File: src/rtl/xbp_pkg.sv
package xbp_pkg;
  localparam int unsigned PRED_W = 2;
  typedef logic [PRED_W-1:0] pbits_t;

  typedef struct packed {
    logic   vld;
    pbits_t bits;
  } rcy_t;
endpackage

File: src/rtl/xbp_select.sv
module xbp_select #(
  parameter int unsigned XLEN    = 32,
  parameter int unsigned IDX_LSB = 12,
  parameter int unsigned IDX_W   = 8
) (
  input  logic             base_valid_i,
  input  logic [XLEN-1:0]  base_val_i,
  input  logic [XLEN-1:0]  index_val_i,
  output logic [IDX_W-1:0] tbl_idx_o
);
  localparam logic [XLEN-1:0] IDX_MASK = ((XLEN'(1) << IDX_W) - XLEN'(1)) << IDX_LSB;

  logic [XLEN-1:0] sel_val;
  logic            unused_sel;

  assign sel_val    = base_valid_i ? base_val_i : index_val_i;
  assign tbl_idx_o  = sel_val[IDX_LSB +: IDX_W];
  assign unused_sel = ^(sel_val & ~IDX_MASK);
endmodule

File: src/rtl/xbp_table.sv
module xbp_table
  import xbp_pkg::*;
#(
  parameter int unsigned DEPTH = 256,
  parameter int unsigned IDX_W = $clog2(DEPTH)
) (
  input  logic             clk_i,
  input  logic             rst_ni,
  input  logic [IDX_W-1:0] raddr_i,
  output pbits_t           rdata_o,
  input  logic             we_i,
  input  logic [IDX_W-1:0] waddr_i,
  input  pbits_t           wdata_i
);
  pbits_t mem_q [DEPTH];

  always_ff @(posedge clk_i or negedge rst_ni) begin
    if (!rst_ni) begin
      for (int i = 0; i < DEPTH; i++) mem_q[i] <= '0;
    end else if (we_i) begin
      mem_q[waddr_i] <= wdata_i;
    end
  end

  // write-through so a same-cycle reader sees the correction
  assign rdata_o = (we_i && (waddr_i == raddr_i)) ? wdata_i : mem_q[raddr_i];

  a_r6_write_lands: assert property (@(posedge clk_i) disable iff (!rst_ni)
    we_i |=> (mem_q[$past(waddr_i)] == $past(wdata_i)));
endmodule

File: src/rtl/xbp_resolve.sv
module xbp_resolve
  import xbp_pkg::*;
#(
  parameter int unsigned IDX_W       = 8,
  parameter int unsigned RECYCLE_LAT = 2
) (
  input  logic             clk_i,
  input  logic             rst_ni,
  input  logic             req_valid_i,
  input  logic [IDX_W-1:0] req_idx_i,
  input  pbits_t           rd_bits_i,
  input  logic             act_valid_i,
  input  pbits_t           act_bits_i,
  output logic             pred_valid_o,
  output pbits_t           pred_bits_o,
  output logic             mispredict_o,
  output logic             we_o,
  output logic [IDX_W-1:0] waddr_o,
  output pbits_t           wdata_o,
  output logic             recycle_o,
  output pbits_t           recycle_bits_o
);
  logic             c_vld_q;
  logic [IDX_W-1:0] c_idx_q;
  pbits_t           c_bits_q;
  rcy_t             rcy_q [RECYCLE_LAT];

  // cache access stage: prediction plus the index it came from
  always_ff @(posedge clk_i or negedge rst_ni) begin
    if (!rst_ni) begin
      c_vld_q  <= 1'b0;
      c_idx_q  <= '0;
      c_bits_q <= '0;
    end else begin
      c_vld_q <= req_valid_i;
      if (req_valid_i) begin
        c_idx_q  <= req_idx_i;
        c_bits_q <= rd_bits_i;
      end
    end
  end

  assign pred_valid_o = c_vld_q;
  assign pred_bits_o  = c_bits_q;
  assign mispredict_o = c_vld_q && act_valid_i && (act_bits_i != c_bits_q);
  assign we_o         = mispredict_o;
  assign waddr_o      = c_idx_q;
  assign wdata_o      = act_bits_i;

  for (genvar s = 0; s < RECYCLE_LAT; s++) begin : g_rcy
    always_ff @(posedge clk_i or negedge rst_ni) begin
      if (!rst_ni) begin
        rcy_q[s] <= '0;
      end else if (s == 0) begin
        rcy_q[s] <= '{vld: mispredict_o, bits: act_bits_i};
      end else begin
        rcy_q[s] <= rcy_q[(s == 0) ? 0 : s-1];
      end
    end
  end

  assign recycle_o      = rcy_q[RECYCLE_LAT-1].vld;
  assign recycle_bits_o = rcy_q[RECYCLE_LAT-1].bits;

  // checker: every recycle must be owed by an earlier mispredict
  logic [3:0] owed_q;
  always_ff @(posedge clk_i or negedge rst_ni) begin
    if (!rst_ni) owed_q <= '0;
    else         owed_q <= owed_q + 4'(mispredict_o) - 4'(recycle_o);
  end

  a_r8_recycle_owed: assert property (@(posedge clk_i) disable iff (!rst_ni)
    recycle_o |-> (owed_q != 4'd0));
  a_r9_no_miss_idle: assert property (@(posedge clk_i) disable iff (!rst_ni)
    !pred_valid_o |-> !mispredict_o);
endmodule

File: src/rtl/xlat_bit_predictor.sv
module xlat_bit_predictor
  import xbp_pkg::*;
#(
  parameter int unsigned XLEN        = 32,
  parameter int unsigned TBL_DEPTH   = 256,
  parameter int unsigned IDX_LSB     = 12,
  parameter int unsigned RECYCLE_LAT = 2
) (
  input  logic                clk_i,
  input  logic                rst_ni,
  input  logic                req_valid_i,
  input  logic                base_valid_i,
  input  logic [XLEN-1:0]     base_val_i,
  input  logic [XLEN-1:0]     index_val_i,
  input  logic                act_valid_i,
  input  logic [PRED_W-1:0]   act_bits_i,
  output logic                pred_valid_o,
  output logic [PRED_W-1:0]   pred_bits_o,
  output logic                mispredict_o,
  output logic                recycle_o,
  output logic [PRED_W-1:0]   recycle_bits_o
);
  localparam int unsigned IDX_W = $clog2(TBL_DEPTH);

  logic [IDX_W-1:0] tbl_idx;
  pbits_t           rd_bits;
  logic             we;
  logic [IDX_W-1:0] waddr;
  pbits_t           wdata;

  xbp_select #(.XLEN(XLEN), .IDX_LSB(IDX_LSB), .IDX_W(IDX_W)) u_sel (
    .base_valid_i (base_valid_i),
    .base_val_i   (base_val_i),
    .index_val_i  (index_val_i),
    .tbl_idx_o    (tbl_idx)
  );

  xbp_table #(.DEPTH(TBL_DEPTH), .IDX_W(IDX_W)) u_tbl (
    .clk_i   (clk_i),
    .rst_ni  (rst_ni),
    .raddr_i (tbl_idx),
    .rdata_o (rd_bits),
    .we_i    (we),
    .waddr_i (waddr),
    .wdata_i (wdata)
  );

  xbp_resolve #(.IDX_W(IDX_W), .RECYCLE_LAT(RECYCLE_LAT)) u_res (
    .clk_i          (clk_i),
    .rst_ni         (rst_ni),
    .req_valid_i    (req_valid_i),
    .req_idx_i      (tbl_idx),
    .rd_bits_i      (rd_bits),
    .act_valid_i    (act_valid_i),
    .act_bits_i     (act_bits_i),
    .pred_valid_o   (pred_valid_o),
    .pred_bits_o    (pred_bits_o),
    .mispredict_o   (mispredict_o),
    .we_o           (we),
    .waddr_o        (waddr),
    .wdata_o        (wdata),
    .recycle_o      (recycle_o),
    .recycle_bits_o (recycle_bits_o)
  );

  a_r4_pred_after_req: assert property (@(posedge clk_i) disable iff (!rst_ni)
    pred_valid_o == $past(req_valid_i));
  a_r5_miss_needs_result: assert property (@(posedge clk_i) disable iff (!rst_ni)
    mispredict_o |-> (act_valid_i && pred_valid_o));
endmodule

File: config.mk
export PLATFORM = sky130hd
export DESIGN_NAME = xlat_bit_predictor
export DESIGN_NICKNAME = d
export VERILOG_FILES = /design/src/rtl/xbp_pkg.sv /design/src/rtl/xbp_select.sv /design/src/rtl/xbp_table.sv /design/src/rtl/xbp_resolve.sv /design/src/rtl/xlat_bit_predictor.sv
export SDC_FILE = /design/constraint.sdc
export NUM_CORES = 1
export LEC_CHECK = 0
export CAP_MARGIN = 20
export CORE_MARGIN = 8
export CORE_UTILIZATION = 62
export CTS_CLUSTER_DIAMETER = 50
export CTS_CLUSTER_SIZE = 24
export DETAILED_ROUTE_END_ITERATION = 6
export GPL_ROUTABILITY_DRIVEN = 0
export PLACE_DENSITY = 0.8
export REMOVE_ABC_BUFFERS = 1
export SLEW_MARGIN = 30
export SYNTH_ARGS = -nofsm -noshare
export SYNTH_HDL_FRONTEND = slang
export SYNTH_SLANG_ARGS = --single-unit
export TNS_END_PERCENT = 5
File: constraint.sdc
create_clock -name clk_i -period 2.5 [get_ports clk_i]
set_input_delay 0.375 -clock clk_i [delete_from_list [all_inputs] [get_ports clk_i]]
set_output_delay 0.375 -clock clk_i [all_outputs]
set_load 0.05 [all_outputs]
Word level (Yosys, flattened, before mapping) --
Index checks and enable logic that the tools add are counted.
Word-level totals: flip-flop bits (word level) 529, input bits 71, output and inout port bits 7, logic and storage cells 282
Operators by class: $lt $le $gt $ge 3, eq/ne operators 2, muxes and demuxes 8, bitwise operators 2, reductions and logical operators 4
Operators with widths (count):
- $bwmux 512 | 1
- $mux 20 | 1
- $ge 9x9->1 const B | 2
- $not 8->9 | 2
- $bmux 2 s8 | 1
- $demux 2 s8 | 1
- $lt 9x1->1 const B | 1
- $eq 8x8->1 | 1
- $mux 2 | 4
- $logic_and 1x1->1 | 4
- $ne 2x2->1 | 1

Longest topological paths before layout --
depth in word-level cells 6, mapped depth 13, mapped depth without buffers 8

Modules after synthesis --
A second synthesis with hierarchy kept.
Second synthesis, totals: cells, all modules 1865, area, all modules 25507.0 µm²
Modules (own cells, without submodules):
- xbp_table | times used 1, cells each 1819, area each 24725.0 µm², seq. area each 12812.3 µm²
- xbp_resolve | times used 1, cells each 37, area each 650.6 µm², seq. area each 425.4 µm²
- xbp_select | times used 1, cells each 9, area each 131.4 µm², seq. area each 0.0 µm²

Worst setup path after synthesis --
OpenSTA, ideal clock, no wires.
kind register to register, from reg u_res.c_bits_q[1], in the netlist u_res.pred_bits_o[1], to reg u_tbl.mem_q[80] in the netlist's numbering, setup time 125 ps, arrival time 3137 ps, required time 2375 ps, path slack -761 ps, stages on the path, launching flop included 9, path buffers 2, period minus slack after synthesis 3261 ps, path through dfrtp_1 xnor2_1 a21oi_1 nand2_1 or3_1 clkbuf_1 clkbuf_1 nor2_1 mux2_2
On the way: longest elaborated chain between the ends 2
RTL lines:
- from (decl) | line xbp_resolve.sv:25 | pbits_t c_bits_q;
- from (signal assigned) | line xbp_resolve.sv:38 | c_bits_q <= rd_bits_i;
- $ne 2x2->1 | line xbp_resolve.sv:45 | assign mispredict_o = c_vld_q && act_valid_i && (act_bits_i != c_bits_q);
- $logic_and 1x1->1 | line xbp_resolve.sv:45
- via mispredict_o | line xlat_bit_predictor.sv:19 | output logic mispredict_o,
- to (signal, indexed assignment) | line xbp_table.sv:21 | mem_q[waddr_i] <= wdata_i;
- to (decl) | line xbp_table.sv:15 | pbits_t mem_q [DEPTH];
The timed path passes the listed nets, and every way through them passes these cells. A chain may end at the register's enable or synchronous reset.

Worst setup path after layout --
from in base_val_i[13], to reg u_res.c_bits_q[1], in the netlist u_res.pred_bits_o[1]
On the way: longest elaborated chain between the ends 6, elaborated cells on any way between the ends 8, classes of those cells eq/ne (1); mux (5); bitwise (1); reduce/logical (1)
RTL lines:
- from (decl) | line xlat_bit_predictor.sv:13 | input logic [XLEN-1:0] base_val_i,
- $mux 20 * | line xbp_select.sv:16 | assign sel_val = base_valid_i ? base_val_i : index_val_i;
- $not 8->9 (implied by the code) | line xbp_table.sv:26 | assign rdata_o = (we_i && (waddr_i == raddr_i)) ? wdata_i : mem_q[raddr_i];
- $bmux 2 s8 | line xbp_table.sv:26
- $mux 2 (implied by the code) (2 in a row) | line xbp_table.sv:26
- $mux 2 * | line xbp_table.sv:26
Mark *: on every way between the ends. The rest lies on a longest branch, timed or not. The select of a mux whose other input is x is not followed.

==> results.toml <==
[yosys]
avgSynthCellArea_sq_um = 9.903
async_flop_share = 1.000
synth_edf_count = 0
synth_area_sq_um = 24650
synthAdderAreaFrac = 0
ys_ff_latch = 529
synth_xor_area_frac = 0.003553
yosys_warnings = 0
yosysUniqueCellTypes = 49
synth_flop_cell = "dfrtp_1"
synth_compound_area_frac = 0.1251
synth_cells = 2489
synthSimpleGateAreaFrac = 0.1506
synthMuxAreaShare = 0.1529
ys_seq_area_frac = 0.5371
synth_top_family_by_area = "multiplexers"

[setup_path]
cp.arrival_ps = 3000
cp-start-kind = "primary input"
cp_data_required_time_ps = 2970
path_class = "primary input to flop"
path_max_fanout = 8
cp_slowest_stage_delay_ps = 500
worstPathCellList = "dlygate4sd2_1 -> mux2_4 -> buf_12 -> buf_4 -> mux2i_1 -> o22ai_1 -> nor4_1 -> nor3_1 -> or4_1 -> nand3_1 -> o31ai_1"
end_kind = "flop"
crit_slowest_cell = "or4_1"

[drt]
wire_per_inst_um = 24.15
first_pass_iters = 6
drt-initial-drc-count = 2811
antenna_left = 0
vias = 21210
drt-total-wl_um = 78060
drc = 0
avgViaCountPerCell = 6.561

[layout]
layout.cells.non_filler = 3232
final_area_sq_um = 29020
final_common_cell = "nand2_1"
drive_above_1_share = 0.2198
nNetsFinal = 2745
syn_to_final_growth_pct = 17.75
final_cell_mix = "723 x nand2_1, 529 x dfrtp_1, 369 x o21ai_0"
final_util = 0.7356
n_antenna_cell = 0

[power_and_ir_drop]
p_leak_nw = 12.72
totalPowerFinal_w = 0.01878
cellPowerDensity_nw_per_um2 = 647.1
peakVddDrop_mv = 0.4131

[grt]
grt_pass1_wl_um = 121000
grt_usage = 0.3319
antenna_found_initial = 1
grt_pass1_vias = 21450
grt_max_degree = 100
grt-ovfl-total = 0

[place]
portBuffers = 29
dp_hpwl_um = 52330
placedInstanceArea_sq_um = 27240
dp.cells = 3138

[timing]
skew_ps = 18.74
finalCriticalPeriod_ps = 2529
maxSlewHeadroom = 0.5617
period_share = 1.011
setup_viol = 1
fin_ws_ps = -28.74
final.setup.tns_ps = -28.74
timing.fmax_mhz = 395.5
tightest_slew_ps = 657.4
finalHoldViolCount = 0
maxSlewViolCount = 0

[floorplan]
die_h_um = 215.4
start_util = 0.6247
coreArea_sq_um = 39460
ios = 78
die_w_um = 215.4
die_area_sq_um = 46390
rows = 73

[clock_tree]
cts_root_buffer = "clkbuf_16"
clk_pin_slew_ps = 70
htreeDepth = 2
cts.sinks = 529
clkLatencyLatePin_ps = 610
clock_path_buffers = 3
tritoncts.num_buffers = 44
cts_tree = "built"

[run_status]
status = "finished with violations"
failed_checks = "negative setup slack"

[worst_hold_path]
hp-class = "primary input to asynchronous set/reset pin"

[run]
cap_violations = 0
final cells by class:
| class | count | area [sq um] |
|---|---|---|
| multi-input cells | 1799 | 10930 |
| inverters | 7 | 31.28 |
| fillers | 2620 | 10430 |
| clock buffers | 51 | 1179 |
| clock inverters | 28 | 327.8 |
| flip-flops and latches | 529 | 13240 |
| well taps | 525 | 656.9 |
| repair buffers | 293 | 2666 |
registers in the layout, indices dropped and copies added, names as in the netlist:
register,flops
u_res.rcy_q,3
u_res.recycle_o,1
u_res.pred_bits_o,2
u_res.waddr_o,8
u_res.pred_valid_o,1
u_tbl.mem_q,512
u_res.recycle_bits_o,2
cell usage after synthesis (3+ instances only):
library cell,count,area [sq um]
a2111oi_0,24,210.2
a211o_1,4,35.03
a21oi_1,89,445.4
a31oi_1,12,75.07
buf_1,6,22.52
buf_2,20,100.1
buf_4,9,67.56
buf_6,11,123.9
clkbuf_1,110,412.9
dfrtp_1,529,13240
inv_1,7,26.28
mux2_2,151,1700
mux2i_1,79,790.8
mux4_2,55,1239
nand2_1,723,2714
nand2b_1,10,62.56
nand3_1,29,145.1
nand4_1,4,25.02
nor2_1,114,427.9
nor2b_1,9,56.30
nor3_1,35,175.2
nor4_1,8,50.05
o21ai_0,369,1847
o221ai_1,18,157.7
o22ai_1,23,143.9
o31ai_1,5,37.54
xnor2_1,7,61.31
xor2_1,3,26.28
per-stage QoR:
stage                     hold slack (ps)  setup WS [ps]
after global routing                245.4         -14.66
after floorplan                     79.41          -1577
after CTS                           219.0          9.448
after detailed placement            268.6         -961.7
after global placement              266.9          -1303
final                               236.9         -28.74
timing repair:
item | in CTS | in global routing
gates cloned | 3 | 0
hold endpoints to repair | 39 | 0
hold buffers | 1 | 0
pin swaps | 3 | 5
endpoints found under the setup margin | 2 | 2
resized for setup | 15 | 30
buffers inserted | 9 | 2
logic make-up after synthesis:
family	count (synthesis)
DFF	529
muxes	287
and+or+nand+nor	940
AOI/OAI and AO/OA	559
buffers and inverters	164
xor gates and xnor gates	10
final timing paths:
kind,start,endpoint,slack [ps],cells after the start
max,base_val_i[13],u_res.pred_bits_o[1],-30,11
min,rst_ni,u_tbl.mem_q[348],240,2
max reg2reg,u_tbl.mem_q[272],u_res.pred_bits_o[0],110,7
min reg2reg,u_res.rcy_q[5],u_res.recycle_o,350,0
max in group asynchronous,rst_ni,u_tbl.mem_q[130],1380,3
min in group clk_i,u_res.rcy_q[5],u_res.recycle_o,350,0
worst max-delay path: cells and delay by family:
kind	cells	cell delay, ps
buf+inv	3	660
mux	2	540
compound gates	2	230
simple gates	4	1170
routing by layer:
layer,part of all wire,vias up,global-route usage
li1,-,9018,-
met1,0.36,10440,0.4074
met2,0.45,1362,0.5173
met3,0.11,387,0.08783
met4,0.072,0,0.2170
met5,0,-,0
power by group:
part	internal (W)	total, W	leakage, nW	switching, W
combinational	0.000945	0.00239	4.68	0.00144
clock	0.00374	0.00724	0.726	0.00350
sequential	0.00890	0.00915	7.32	0.000250
total	0.0136	0.0188	12.7	0.00519
No activity file was read; power rests on OpenSTA's default activity.
